### src/rtl/priv_guard_pkg.sv
package priv_guard_pkg;
  localparam int NUM_BOUND = 6;
  localparam int NUM_GREG  = 7;
  localparam int GIDX_W    = 3;

  typedef enum logic [GIDX_W-1:0] {
    G_SUP_LO = 3'd0,
    G_SUP_HI = 3'd1,
    G_USR_LO = 3'd2,
    G_USR_HI = 3'd3,
    G_RSV_LO = 3'd4,
    G_RSV_HI = 3'd5,
    G_FAULT  = 3'd6
  } greg_e;
endpackage

### src/rtl/pg_zone_regs.sv
module pg_zone_regs
  import priv_guard_pkg::*;
#(
  parameter int AW = 8,
  parameter logic [AW-1:0] RST_SUP_LO = 8'h00,
  parameter logic [AW-1:0] RST_SUP_HI = 8'h3F,
  parameter logic [AW-1:0] RST_USR_LO = 8'h40,
  parameter logic [AW-1:0] RST_USR_HI = 8'hFF,
  parameter logic [AW-1:0] RST_RSV_LO = 8'h20,
  parameter logic [AW-1:0] RST_RSV_HI = 8'h2F
) (
  input  logic              clk,
  input  logic              rst_n,
  input  logic              cfg_we,
  input  logic [GIDX_W-1:0] cfg_idx,
  input  logic [AW-1:0]     cfg_wdata,
  input  logic              fault_we,
  input  logic [AW-1:0]     fault_val,
  input  logic [GIDX_W-1:0] rd_idx,
  output logic [AW-1:0]     sup_lo,
  output logic [AW-1:0]     sup_hi,
  output logic [AW-1:0]     usr_lo,
  output logic [AW-1:0]     usr_hi,
  output logic [AW-1:0]     rsv_lo,
  output logic [AW-1:0]     rsv_hi,
  output logic [AW-1:0]     fault_addr,
  output logic [AW-1:0]     rd_val
);
  localparam logic [AW-1:0] RST_VAL [NUM_BOUND] =
    '{RST_SUP_LO, RST_SUP_HI, RST_USR_LO, RST_USR_HI, RST_RSV_LO, RST_RSV_HI};

  logic [AW-1:0]        bound_q [NUM_BOUND];
  logic [NUM_BOUND-1:0] bound_en;
  logic [AW-1:0]        fault_q;

  // one write enable per bound entry
  for (genvar g = 0; g < NUM_BOUND; g++) begin : g_en
    assign bound_en[g] = cfg_we && (cfg_idx == GIDX_W'(g));
  end

  always_ff @(posedge clk or negedge rst_n) begin
    if (!rst_n) begin
      for (int i = 0; i < NUM_BOUND; i++) bound_q[i] <= RST_VAL[i];
    end else begin
      for (int i = 0; i < NUM_BOUND; i++)
        if (bound_en[i]) bound_q[i] <= cfg_wdata;
    end
  end

  always_ff @(posedge clk or negedge rst_n) begin
    if (!rst_n)        fault_q <= '0;
    else if (fault_we) fault_q <= fault_val;
  end

  assign sup_lo     = bound_q[G_SUP_LO];
  assign sup_hi     = bound_q[G_SUP_HI];
  assign usr_lo     = bound_q[G_USR_LO];
  assign usr_hi     = bound_q[G_USR_HI];
  assign rsv_lo     = bound_q[G_RSV_LO];
  assign rsv_hi     = bound_q[G_RSV_HI];
  assign fault_addr = fault_q;

  always_comb begin
    case (greg_e'(rd_idx))
      G_SUP_LO: rd_val = bound_q[G_SUP_LO];
      G_SUP_HI: rd_val = bound_q[G_SUP_HI];
      G_USR_LO: rd_val = bound_q[G_USR_LO];
      G_USR_HI: rd_val = bound_q[G_USR_HI];
      G_RSV_LO: rd_val = bound_q[G_RSV_LO];
      G_RSV_HI: rd_val = bound_q[G_RSV_HI];
      default:  rd_val = fault_q;
    endcase
  end

  // bounds move only on an enabled write
  p_cfg_hold_r7: assert property (@(posedge clk) disable iff (!rst_n)
    !cfg_we |=> ($stable(sup_lo) && $stable(sup_hi) && $stable(usr_lo) &&
                 $stable(usr_hi) && $stable(rsv_lo) && $stable(rsv_hi)));

  // fault address is held when no fault is captured
  p_fault_hold_r4: assert property (@(posedge clk) disable iff (!rst_n)
    !fault_we |=> $stable(fault_addr));
endmodule

### src/rtl/pg_classify.sv
module pg_classify
  import priv_guard_pkg::*;
#(
  parameter int AW = 8,
  parameter logic [AW-1:0] IO_LO     = 8'h00,
  parameter logic [AW-1:0] IO_HI     = 8'h1F,
  parameter logic [AW-1:0] SH_LO     = 8'h60,
  parameter logic [AW-1:0] SH_HI     = 8'h7F,
  parameter logic [AW-1:0] EE_LO     = 8'h80,
  parameter logic [AW-1:0] EE_HI     = 8'hFF,
  parameter logic [AW-1:0] GREG_BASE = 8'h18
) (
  input  logic              clk,
  input  logic              rst_n,
  input  logic [AW-1:0]     pc,
  input  logic              jmp_valid,
  input  logic [AW-1:0]     jmp_target,
  input  logic              svc_req,
  input  logic [AW-1:0]     d_addr,
  input  logic              d_rd,
  input  logic              d_wr,
  input  logic              cop_active,
  input  logic [AW-1:0]     sup_lo,
  input  logic [AW-1:0]     sup_hi,
  input  logic [AW-1:0]     usr_lo,
  input  logic [AW-1:0]     usr_hi,
  input  logic [AW-1:0]     rsv_lo,
  input  logic [AW-1:0]     rsv_hi,
  output logic              sup_mode,
  output logic              viol,
  output logic              nmi_cause,
  output logic              access_ok,
  output logic              greg_hit,
  output logic [GIDX_W-1:0] greg_idx
);
  localparam logic [AW-1:0] GREG_LAST = GREG_BASE + AW'(NUM_GREG - 1);

  function automatic logic in_rng(input logic [AW-1:0] a, lo, hi);
    return (a >= lo) && (a <= hi);
  endfunction

  function automatic logic priv_at(input logic [AW-1:0] a,
                                   input logic [AW-1:0] slo, shi, ulo, uhi);
    return in_rng(a, slo, shi) && !in_rng(a, ulo, uhi);
  endfunction

  logic req, prot_hit, share_lock, tgt_priv;

  always_comb begin
    sup_mode   = priv_at(pc, sup_lo, sup_hi, usr_lo, usr_hi);
    tgt_priv   = priv_at(jmp_target, sup_lo, sup_hi, usr_lo, usr_hi);
    req        = d_rd | d_wr;
    prot_hit   = in_rng(d_addr, IO_LO, IO_HI) | in_rng(d_addr, EE_LO, EE_HI) |
                 in_rng(d_addr, rsv_lo, rsv_hi);
    viol       = req & ~sup_mode & prot_hit;
    share_lock = req & cop_active & in_rng(d_addr, SH_LO, SH_HI);
    access_ok  = req & ~viol & ~share_lock;
    nmi_cause  = jmp_valid & ~svc_req & ~sup_mode & tgt_priv;
    greg_hit   = in_rng(d_addr, GREG_BASE, GREG_LAST);
    greg_idx   = GIDX_W'(d_addr - GREG_BASE);
  end

  // shared region closed while the coprocessor runs
  p_share_lock_r3: assert property (@(posedge clk) disable iff (!rst_n)
    (cop_active && (d_rd || d_wr) && d_addr >= SH_LO && d_addr <= SH_HI) |-> !access_ok);

  // unprivileged I/O access never allowed
  p_user_io_r2: assert property (@(posedge clk) disable iff (!rst_n)
    (!sup_mode && (d_rd || d_wr) && d_addr >= IO_LO && d_addr <= IO_HI) |-> !access_ok);
endmodule

### src/rtl/pg_irq.sv
module pg_irq #(
  parameter int AW = 8
) (
  input  logic          clk,
  input  logic          rst_n,
  input  logic          viol,
  input  logic          nmi_cause,
  input  logic [AW-1:0] d_addr,
  input  logic [AW-1:0] jmp_target,
  output logic          irq_viol,
  output logic          nmi_sec,
  output logic          fault_we,
  output logic [AW-1:0] fault_val
);
  logic irq_d, nmi_d, irq_q, nmi_q;

  always_comb begin
    irq_d     = viol & ~nmi_cause;
    nmi_d     = nmi_cause;
    fault_we  = viol | nmi_cause;
    fault_val = nmi_cause ? jmp_target : d_addr;
  end

  always_ff @(posedge clk or negedge rst_n) begin
    if (!rst_n) begin
      irq_q <= 1'b0;
      nmi_q <= 1'b0;
    end else begin
      irq_q <= irq_d;
      nmi_q <= nmi_d;
    end
  end

  assign irq_viol = irq_q;
  assign nmi_sec  = nmi_q;

  // a lone violation is signalled next cycle
  p_viol_irq_r4: assert property (@(posedge clk) disable iff (!rst_n)
    (viol && !nmi_cause) |=> irq_viol);

  // non-maskable class wins when both fire
  p_nmi_prio_r9: assert property (@(posedge clk) disable iff (!rst_n)
    nmi_cause |=> (nmi_sec && !irq_viol));

  // no security interrupt without a cause
  p_nmi_quiet_r5: assert property (@(posedge clk) disable iff (!rst_n)
    !nmi_cause |=> !nmi_sec);
endmodule

### src/rtl/priv_guard.sv
module priv_guard
  import priv_guard_pkg::*;
#(
  parameter int AW = 8,
  parameter logic [AW-1:0] IO_LO      = 8'h00,
  parameter logic [AW-1:0] IO_HI      = 8'h1F,
  parameter logic [AW-1:0] SH_LO      = 8'h60,
  parameter logic [AW-1:0] SH_HI      = 8'h7F,
  parameter logic [AW-1:0] EE_LO      = 8'h80,
  parameter logic [AW-1:0] EE_HI      = 8'hFF,
  parameter logic [AW-1:0] GREG_BASE  = 8'h18,
  parameter logic [AW-1:0] SVC_VEC    = 8'h10,
  parameter logic [AW-1:0] RST_SUP_LO = 8'h00,
  parameter logic [AW-1:0] RST_SUP_HI = 8'h3F,
  parameter logic [AW-1:0] RST_USR_LO = 8'h40,
  parameter logic [AW-1:0] RST_USR_HI = 8'hFF,
  parameter logic [AW-1:0] RST_RSV_LO = 8'h20,
  parameter logic [AW-1:0] RST_RSV_HI = 8'h2F
) (
  input  logic          clk,
  input  logic          rst_n,
  input  logic [AW-1:0] pc,
  input  logic          jmp_valid,
  input  logic [AW-1:0] jmp_target,
  input  logic          svc_req,
  input  logic [AW-1:0] d_addr,
  input  logic          d_rd,
  input  logic          d_wr,
  input  logic [AW-1:0] d_wdata,
  input  logic [AW-1:0] mem_rdata,
  input  logic          cop_active,
  output logic          access_ok,
  output logic          mem_rd,
  output logic          mem_wr,
  output logic [AW-1:0] cpu_rdata,
  output logic          sup_mode,
  output logic          irq_viol,
  output logic          nmi_sec,
  output logic [AW-1:0] fault_addr,
  output logic          redirect_valid,
  output logic [AW-1:0] redirect_pc
);
  // reset: asserted asynchronously, released on a clock edge
  logic rst_meta, rst_n_s;
  always_ff @(posedge clk or negedge rst_n) begin
    if (!rst_n) begin
      rst_meta <= 1'b0;
      rst_n_s  <= 1'b0;
    end else begin
      rst_meta <= 1'b1;
      rst_n_s  <= rst_meta;
    end
  end

  logic [AW-1:0]     sup_lo, sup_hi, usr_lo, usr_hi, rsv_lo, rsv_hi;
  logic [AW-1:0]     greg_val, fault_val;
  logic [GIDX_W-1:0] greg_idx;
  logic              viol, nmi_cause, greg_hit, cfg_we, fault_we;

  pg_classify #(
    .AW(AW), .IO_LO(IO_LO), .IO_HI(IO_HI), .SH_LO(SH_LO), .SH_HI(SH_HI),
    .EE_LO(EE_LO), .EE_HI(EE_HI), .GREG_BASE(GREG_BASE)
  ) u_cls (
    .clk(clk), .rst_n(rst_n_s), .pc(pc), .jmp_valid(jmp_valid),
    .jmp_target(jmp_target), .svc_req(svc_req), .d_addr(d_addr),
    .d_rd(d_rd), .d_wr(d_wr), .cop_active(cop_active),
    .sup_lo(sup_lo), .sup_hi(sup_hi), .usr_lo(usr_lo), .usr_hi(usr_hi),
    .rsv_lo(rsv_lo), .rsv_hi(rsv_hi), .sup_mode(sup_mode), .viol(viol),
    .nmi_cause(nmi_cause), .access_ok(access_ok), .greg_hit(greg_hit),
    .greg_idx(greg_idx)
  );

  pg_irq #(.AW(AW)) u_irq (
    .clk(clk), .rst_n(rst_n_s), .viol(viol), .nmi_cause(nmi_cause),
    .d_addr(d_addr), .jmp_target(jmp_target), .irq_viol(irq_viol),
    .nmi_sec(nmi_sec), .fault_we(fault_we), .fault_val(fault_val)
  );

  pg_zone_regs #(
    .AW(AW), .RST_SUP_LO(RST_SUP_LO), .RST_SUP_HI(RST_SUP_HI),
    .RST_USR_LO(RST_USR_LO), .RST_USR_HI(RST_USR_HI),
    .RST_RSV_LO(RST_RSV_LO), .RST_RSV_HI(RST_RSV_HI)
  ) u_regs (
    .clk(clk), .rst_n(rst_n_s), .cfg_we(cfg_we), .cfg_idx(greg_idx),
    .cfg_wdata(d_wdata), .fault_we(fault_we), .fault_val(fault_val),
    .rd_idx(greg_idx), .sup_lo(sup_lo), .sup_hi(sup_hi), .usr_lo(usr_lo),
    .usr_hi(usr_hi), .rsv_lo(rsv_lo), .rsv_hi(rsv_hi),
    .fault_addr(fault_addr), .rd_val(greg_val)
  );

  always_comb begin
    cfg_we    = d_wr & access_ok & greg_hit & (greg_idx < GIDX_W'(NUM_BOUND));
    mem_rd    = d_rd & access_ok & ~greg_hit;
    mem_wr    = d_wr & access_ok & ~greg_hit;
    cpu_rdata = '0;
    if (d_rd && access_ok) cpu_rdata = greg_hit ? greg_val : mem_rdata;
    redirect_valid = svc_req;
    redirect_pc    = SVC_VEC;
  end

  // a supervisor call never raises the security interrupt
  p_svc_no_nmi_r6: assert property (@(posedge clk) disable iff (!rst_n_s)
    svc_req |=> !nmi_sec);

  // guard register accesses stay off the memory bus
  p_greg_no_strobe_r7: assert property (@(posedge clk) disable iff (!rst_n_s)
    greg_hit |-> (!mem_rd && !mem_wr));
endmodule

### config.mk
export PLATFORM = sky130hd
export DESIGN_NAME = priv_guard
export DESIGN_NICKNAME = d
export VERILOG_FILES = /design/src/rtl/priv_guard_pkg.sv /design/src/rtl/pg_zone_regs.sv /design/src/rtl/pg_classify.sv /design/src/rtl/pg_irq.sv /design/src/rtl/priv_guard.sv
export SDC_FILE = /design/constraint.sdc
export NUM_CORES = 1
export LEC_CHECK = 0
export CAP_MARGIN = 20
export CORE_ASPECT_RATIO = 0.75
export CORE_UTILIZATION = 59
export CTS_CLUSTER_SIZE = 8
export DETAILED_ROUTE_END_ITERATION = 6
export GPL_ROUTABILITY_DRIVEN = 1
export PLACE_DENSITY = 0.84
export REMOVE_ABC_BUFFERS = 1
export SYNTH_ARGS = -nofsm -noshare
export SYNTH_HDL_FRONTEND = slang
export SYNTH_SLANG_ARGS = --single-unit
export TNS_END_PERCENT = 10
### constraint.sdc
create_clock -name clk -period 9.2 [get_ports clk]
set_input_delay 2.76 -clock clk [delete_from_list [all_inputs] [get_ports clk]]
set_output_delay 2.76 -clock clk [all_outputs]
set_load 0.03 [all_outputs]
# Word level (Yosys, flattened, before mapping)
# Cells that the tools add are included.
# word_totals
output_inout_bits,31
in_bits,47
mem_bits_rw,0
memories,0
word_cells,87
reg_bits,60
latch_bits,0
mem_bits_ro,0
# classes
shifts,0
div,0
mux,4
n_reduce_logical,21
addsub,1
magnitude_cmp,19
bitwise_logic,26
eq_ne,5
multipliers,0
# op_table
operator,count
$pmux W8 S6,1
$ge A8 B8 Y1,5
$le A8 B8 Y1,5
$mux W8,3
$logic_and A1 B1 Y1,18
$and A1 B1 Y1,16
$le A8 B5 Y1 const B,2
$ge A8 B1 Y1 const B,1
$ge A8 B5 Y1 const B,1
$ge A8 B7 Y1 const B,1
$ge A8 B8 Y1 const B,1
$le A8 B7 Y1 const B,1
$le A8 B8 Y1 const B,1
$eq A3 B2 Y1 const B,2
$eq A3 B3 Y1 const B,2
$not A1 Y1,6
$or A1 B1 Y1,4
$eq A3 B1 Y1 const B,1
$logic_not A3 Y1,1
$lt A3 B3 Y1 const B,1
$sub A3 B1 Y3 const B,1
$logic_not A1 Y1,2

# Logic depth before layout (Yosys ltp)
# Gate-level depths: netlist of run 1.
# depth
ltp_word,14
mapped_depth,11

# Cells and area by module
# Synthesis of run 1 repeated with hierarchy kept, for this count alone.
# unflattened
hier_cells,479
hier_area_um2,5046.1
# by_module_without_submodules
mod,instances,cells_each,seq_area_each_um2,area_each_um2
pg_zone_regs,1,181,1427.6,2637.5
pg_classify,1,250,0.0,1931.9
priv_guard,1,35,50.0,280.3
pg_irq,1,13,50.0,196.4

# Least setup slack after synthesis of run 1
# No wires, ideal clock.
# synth_path
path_type,input port to output port
from,input port pc[0]
to,output port cpu_rdata[1]
n_path_buf,1
slack_ps,996
required_ps,6440
path_stages,11
arrival_time_ps,5444
cell_sequence,inv_1 -> ha_1 -> nand2b_1 -> a211o_1 -> a21oi_1 -> o21ai_0 -> a211o_2 -> o211ai_1 -> buf_2 -> nand3_1 -> a211oi_1
# synth_between
elab_chain_len,12
elab_cells_between_ends,16
classes_between,order compare: 4; mux: 1; bitwise: 6; reduce/logical: 5
# synth_rtl
item,line_no,rtl
from (decl),priv_guard.sv:22,"input logic [AW-1:0] pc,"
$ge A8 B8 Y1 / $le A8 B8 Y1 (equally long branches),pg_classify.sv:39,return (a >= lo) && (a <= hi);
$logic_and A1 B1 Y1,pg_classify.sv:39,
$logic_not A1 Y1,pg_classify.sv:44,"return in_rng(a, slo, shi) && !in_rng(a, ulo, uhi);"
$logic_and A1 B1 Y1 (*),pg_classify.sv:44,
$not A1 Y1 (*),pg_classify.sv:55,viol = req & ~sup_mode & prot_hit;
$and A1 B1 Y1 (*) (2 in a row),pg_classify.sv:55,
$not A1 Y1 (*),pg_classify.sv:57,access_ok = req & ~viol & ~share_lock;
$and A1 B1 Y1 (*) (2 in a row),pg_classify.sv:57,
$logic_and A1 B1 Y1 (*),priv_guard.sv:96,if (d_rd && access_ok) cpu_rdata = greg_hit ? greg_val : mem_rdata;
$mux W8 (*),priv_guard.sv:96,
to (decl),priv_guard.sv:35,"output logic [AW-1:0] cpu_rdata,"
# Mark *: on every way between the ends. The rest lies on a longest branch, timed or not.

# Worst setup path in the final report of run 1
# layout_path
from,input port pc[0]
to,output port cpu_rdata[3]
# Same word-level chain as after synthesis.

==> impl_metrics.json, run 1 <==
{
  "h-tree-depth": 3,
  "seq_area_um2": 1529,
  "yosysSeqAreaShare": 0.3112,
  "die_x_um": 107.3,
  "path_clk_slew_ps": 70,
  "grt_max_degree": 59,
  "synth_top_area_share": 0.2039,
  "dieHeight_um": 81,
  "ctsHoldBuffers": 0,
  "end_kind": "primary output",
  "dr_total_vias": 4138,
  "port_buffers": 69,
  "power.share.clock": 0.314,
  "grt_pass1_vias": 4254,
  "vdd_drop_max_uv": 120.6,
  "switching_share": 0.3133,
  "first_iter_violations": 380,
  "syn_inst": 493,
  "netlist_area_um2": 4910,
  "final_cell_area_um2": 5868,
  "crit_fanout": 6,
  "setup_ws_ps": 349.6,
  "synth_edf_count": 0,
  "synth.ff_latch_count": 60,
  "worstSetupPathType": "input port to primary output",
  "clock_latency_ps": 350,
  "grt.total_usage": 0.3307,
  "status": "finished, final reports clean",
  "routed_wl_um": 13260,
  "worst_slew_pin_slew_ps": 860.6,
  "wire_per_inst_um": 19.61,
  "final_max_slew_viol_count": 0,
  "final.period_utilization": 0.9620,
  "io_pins": 78,
  "cp.required_ps": 6440,
  "cts_tree": "done",
  "antennaDiodeCount": 0,
  "power.density_nw_per_um2": 119.1,
  "synth_top_family_by_area": "adder cells",
  "clockBufferDepth": 2,
  "switchingPower_mw": 0.2190,
  "syn_area_per_cell_um2": 9.959,
  "yosys.area_share.simple": 0.1002,
  "seqPwrFrac": 0.412,
  "grt.overflow.total": 0,
  "final_net_count": 694,
  "drive_gt1_frac": 0.2137,
  "setup_tns_ps": 0,
  "worst_setup_path_start_kind": "input port",
  "max_freq_mhz": 113.0,
  "intPower_mw": 0.4800,
  "antenna_found_initial": 0,
  "place_area_um2": 5689,
  "cts_root_buf": "clkbuf_8",
  "synthAdderAreaFrac": 0.2039,
  "finalSetupViolCount": 0,
  "fp.dieArea_um2": 8694,
  "synth.area.top_cells": "ha_1, dfrtp_1, mux2_2, dfstp_2, a21oi_1",
  "n_fill_cell": 579,
  "multiInputGateArea_um2": 3098,
  "post-dp-hpwl_um": 10230,
  "ant_nets": 0,
  "cts_setup_buffers": 0,
  "synth_xor_xnor_area_share": 0,
  "synth.distinct_cells": 49,
  "cts_resized": 0,
  "place_ws_ps": 399.2,
  "drcViolationCount": 0,
  "period_minus_slack_ps": 8850,
  "relSlewSlack": 0.4236,
  "maxCapViolCount": 0,
  "grt_pass1_wl_um": 21440,
  "rsz0062_at_grt": "no",
  "gp_congestion": 0.9006,
  "skew_ps": 11.80,
  "area_delta_synth_final_pct": 19.52,
  "drt-vias-per-instance": 6.121,
  "critPathArrivalTime_ps": 6090,
  "min_path_type": "flip-flop to flip-flop",
  "cts_buffers": 9,
  "first_pass_iters": 5,
  "hold_viol_final": 0,
  "coreArea_um2": 7988,
  "synthMuxAreaShare": 0.1764,
  "total_leakage_power_nw": 2.577,
  "yosysWarnings": 0,
  "combPwrFrac": 0.274,
  "cts.sinks": 60,
  "yosysTopAreaCell": "ha_1",
  "yosys_most_used_dff": "dfrtp_1",
  "async_reset_ff_frac": 1.000,
  "synth_compound_area_frac": 0.1437,
  "placementRows": 28,
  "start_util": 0.6147
}
==> power by group through the flow <==
| stage | clock, mW | sequential [mW] | combinational [mW] |
|---|---|---|---|
| 6_report | 0.219 | 0.288 | 0.192 |
| 4_1_cts | 0.221 | 0.288 | 0.190 |
| 3_5_place_dp | 0 | 0.292 | 0.189 |
| 5_1_grt | 0.231 | 0.289 | 0.209 |
| 2_1_floorplan | 0 | 0.308 | 0.0850 |
| 3_3_place_gp | 0 | 0.291 | 0.182 |
==> state kept, by name (all words and copies together), names as in the netlist <==
name	flops
u_regs.fault_addr	8
u_regs.rsv_lo	8
rst_meta	1
rst_n_s	1
u_regs.rsv_hi	8
u_irq.irq_viol	1
u_regs.sup_lo	8
u_regs.usr_hi	8
u_irq.nmi_sec	1
u_regs.usr_lo	8
u_regs.sup_hi	8
==> synth_stat cells (4+ instances only) <==
master / n
inv_1: 52
nor2b_1: 6
a31oi_1: 6
nor2_1: 30
nand2_1: 16
ha_1: 80
and4_1: 4
o211ai_1: 6
nand3_1: 9
dfrtp_1: 39
nand2b_1: 4
clkbuf_1: 8
mux2_2: 60
buf_4: 9
o21ai_0: 20
mux2i_1: 13
nand4_1: 11
dfstp_2: 21
a21oi_1: 43
a211oi_1: 14
==> path summary, 6_finish.rpt <==
check	cells after the start	start	to	slack, ps
setup / recovery	12	pc[0]	cpu_rdata[3]	350
hold / removal	0	rst_meta	rst_n_s	360
min in group asynchronous	1	rst_n_s	u_regs.rsv_hi[7]	410
setup reg to reg	10	u_regs.usr_lo[6]	u_regs.rsv_lo[2]	6140
hold reg to reg	0	rst_meta	rst_n_s	360
max in group asynchronous	1	rst_n	rst_n_s	6500
==> layer usage <==
| layer | global-route usage | part of all wire |
|---|---|---|
| met2 | 0.5600 | 0.46 |
| met5 | 0 | 0 |
| met1 | 0.4368 | 0.45 |
| met3 | 0.07223 | 0.078 |
| met4 | 0.07534 | 0.017 |
==> layout by cell type, fill, tap and decap left out, drive strengths merged, types with 11 or more instances in the layout <==
master         count
buf               14
ha                80
nor2              30
a211oi            15
a21oi             43
o21ai             21
mux2i             13
nand3             11
clkbuf            13
mux2              61
clkdlybuf4s50     63
dfrtp             39
nand4             11
nand2             18
dfstp             21
inv               52
==> layout make-up <==
cell class	instances	area share
inverter	52	0.03326
tap	105	0.02239
clock inverter	2	0.001706
sequential	60	0.2606
timing repair buffer	77	0.1254
clock buffer	13	0.02878
multi-input combinational	367	0.5279
==> metrics by stage <==
stage               hold WS, ps    util  power [mW]  std cells
global placement          342.4  0.7122      0.4731        661
detailed placement        339.5  0.7122      0.4808        661
floorplan                 331.2       -      0.3930        479
CTS                       362.1  0.7346      0.6981        676
global route              365.4  0.7346      0.7296        676
finish                    358.2  0.7346      0.6990        676
==> cells by family (layout without fill, tap and decap cells) <==
family | after synthesis | in the layout
buffers and inverters | 73 | 144
AOI/OAI and AO/OA | 111 | 111
adders and majority gates | 80 | 80
DFF | 60 | 60
other | 2 | 9
muxes | 76 | 76
and+or+nand+nor | 91 | 91
==> worst max-delay path, stage by stage <==
cell	delay, ps
clkdlybuf4s50_1	460
inv_1	90
ha_1	290
nand2b_1	140
a211o_1	280
a21oi_1	180
o21ai_0	100
a211o_2	420
o211ai_1	220
nand3_1	290
nor2_1	180
clkdlybuf4s50_1	680
Power figures use the tool's default switching activity.
==> run 2, diff against run 1 <==
- CELL_PAD_IN_SITES_DETAIL_PLACEMENT: unset -> 0
- CELL_PAD_IN_SITES_GLOBAL_PLACEMENT: unset -> 1
- CORE_UTILIZATION: 59 -> 46
- clock period: 9.2 -> 10.55 ns (I/O delays scaled with it)
==> impl_metrics.json, run 2 (synthesized netlist as in run 1, its figures left out) <==
{
  "status": "finished, final reports clean",
  "cp.required_ps": 7390,
  "clock_latency_ps": 330,
  "placementRows": 32,
  "finalSetupViolCount": 0,
  "coreArea_um2": 10330,
  "n_fill_cell": 887,
  "routed_wl_um": 12820,
  "setup_ws_ps": 741.6,
  "max_freq_mhz": 102.0,
  "first_iter_violations": 327,
  "hold_viol_final": 0,
  "antenna_found_initial": 0,
  "relSlewSlack": 0.3811,
  "antennaDiodeCount": 0,
  "vdd_drop_max_uv": 107.6,
  "startpoint": "pc[0]",
  "r2r_start": "u_regs.usr_lo[0]",
  "worst_setup_path_start_kind": "input port",
  "hp-start": "rst_meta",
  "multiInputGateArea_um2": 3098,
  "fp.dieArea_um2": 11090,
  "final_cell_area_um2": 6017,
  "ctsHoldBuffers": 0,
  "final_net_count": 692,
  "cts_tree": "done",
  "wire_per_inst_um": 18.16,
  "drt-vias-per-instance": 5.640,
  "final.period_utilization": 0.9297,
  "mostFrequentLayoutCell": "ha_1",
  "total_leakage_power_nw": 2.621,
  "drive_gt1_frac": 0.2123,
  "start_util": 0.4753,
  "rsz0062_at_grt": "no",
  "dr_total_vias": 3982,
  "cts_buffers": 9,
  "place_ws_ps": 734.4,
  "seq_area_um2": 1529,
  "period_minus_slack_ps": 9808,
  "gp_congestion": 0.8618,
  "clockBufferDepth": 2,
  "skew_ps": 4.954,
  "grt.total_usage": 0.2429,
  "place_area_um2": 5713,
  "drcViolationCount": 0,
  "dieHeight_um": 91.47,
  "grt_pass1_vias": 3839,
  "worstSetupPathType": "input port to primary output",
  "port_buffers": 69,
  "cts_root_buf": "clkbuf_16",
  "cts.sinks": 60,
  "post-dp-hpwl_um": 10090,
  "ant_nets": 0,
  "maxCapViolCount": 0,
  "power.density_nw_per_um2": 118.1,
  "die_x_um": 121.3,
  "cts_setup_buffers": 0,
  "grt_pass1_wl_um": 20200,
  "grt_max_degree": 59,
  "end_kind": "primary output",
  "critPathArrivalTime_ps": 6640,
  "setup_tns_ps": 0,
  "min_path_type": "flip-flop to flip-flop",
  "first_pass_iters": 5,
  "final_max_slew_viol_count": 0,
  "path_clk_slew_ps": 50,
  "grt.overflow.total": 0,
  "final_cell_mix": "ha_1, clkdlybuf4s50_1, mux2_2, inv_1, a21oi_1",
  "h-tree-depth": 3,
  "io_pins": 78,
  "crit_fanout": 9,
  "cts_resized": 0,
  "worst_slew_pin_slew_ps": 924.0,
  "area_delta_synth_final_pct": 22.55
}
run 2: critical path: stages:
cell and delay (ps):
clkdlybuf4s50_1 450, inv_1 90, ha_1 300, nand2b_1 150, a211o_1 290, a21oi_1 190, o21ai_0 110, a211o_2 410
o211ai_1 140, nand3_1 430, nor2_1 230, clkdlybuf4s50_1 690
run 2: power by group:
| group | internal (mW) | total, mW | switching (mW) |
|---|---|---|---|
| Combinational | 0.0730 | 0.165 | 0.0921 |
| Clock | 0.194 | 0.294 | 0.0996 |
| Sequential | 0.243 | 0.252 | 0.00915 |
run 2: final timing paths:
| kind | to | slack, ps | cells after the start |
|---|---|---|---|
| max | mem_rd | 740 | 12 |
| min | rst_n_s | 350 | 0 |
| max reg2reg | u_regs.usr_lo[1] | 7520 | 9 |
| min reg2reg | rst_n_s | 350 | 0 |
| max in group asynchronous | rst_n_s | 7430 | 1 |
| min in group asynchronous | u_regs.rsv_hi[7] | 400 | 1 |
run 2: area by class of cell:
class / count / share of cell area
clock buffers: 12 / 0.04263
clock inverters: 4 / 0.007902
flip-flops and latches: 60 / 0.2541
inverters: 52 / 0.03244
well taps: 136 / 0.02828
repair buffers: 75 / 0.1198
multi-input cells: 367 / 0.5149
run 2: per-stage QoR:
| stage | power (mW) | hold slack (ps) | util | cells |
|---|---|---|---|---|
| final | 0.7109 | 353.5 | 0.5825 | 706 |
| after global routing | 0.7406 | 360.8 | 0.5825 | 706 |
| after CTS | 0.7155 | 355.0 | 0.5825 | 706 |
| after detailed placement | 0.4185 | 344.3 | 0.5531 | 690 |
| after global placement | 0.4142 | 340.2 | 0.5531 | 690 |
| after floorplan | 0.3427 | 331.2 | - | 479 |
run 2: routing by layer:
| metal | global-route usage | part of all wire | vias up |
|---|---|---|---|
| met3 | 0.05528 | 0.067 | 15 |
| met2 | 0.3627 | 0.44 | 139 |
| li1 | - | - | 1936 |
| met5 | 0 | 0 | - |
| met4 | 0.05658 | 0.0090 | 0 |
| met1 | 0.3521 | 0.48 | 1892 |
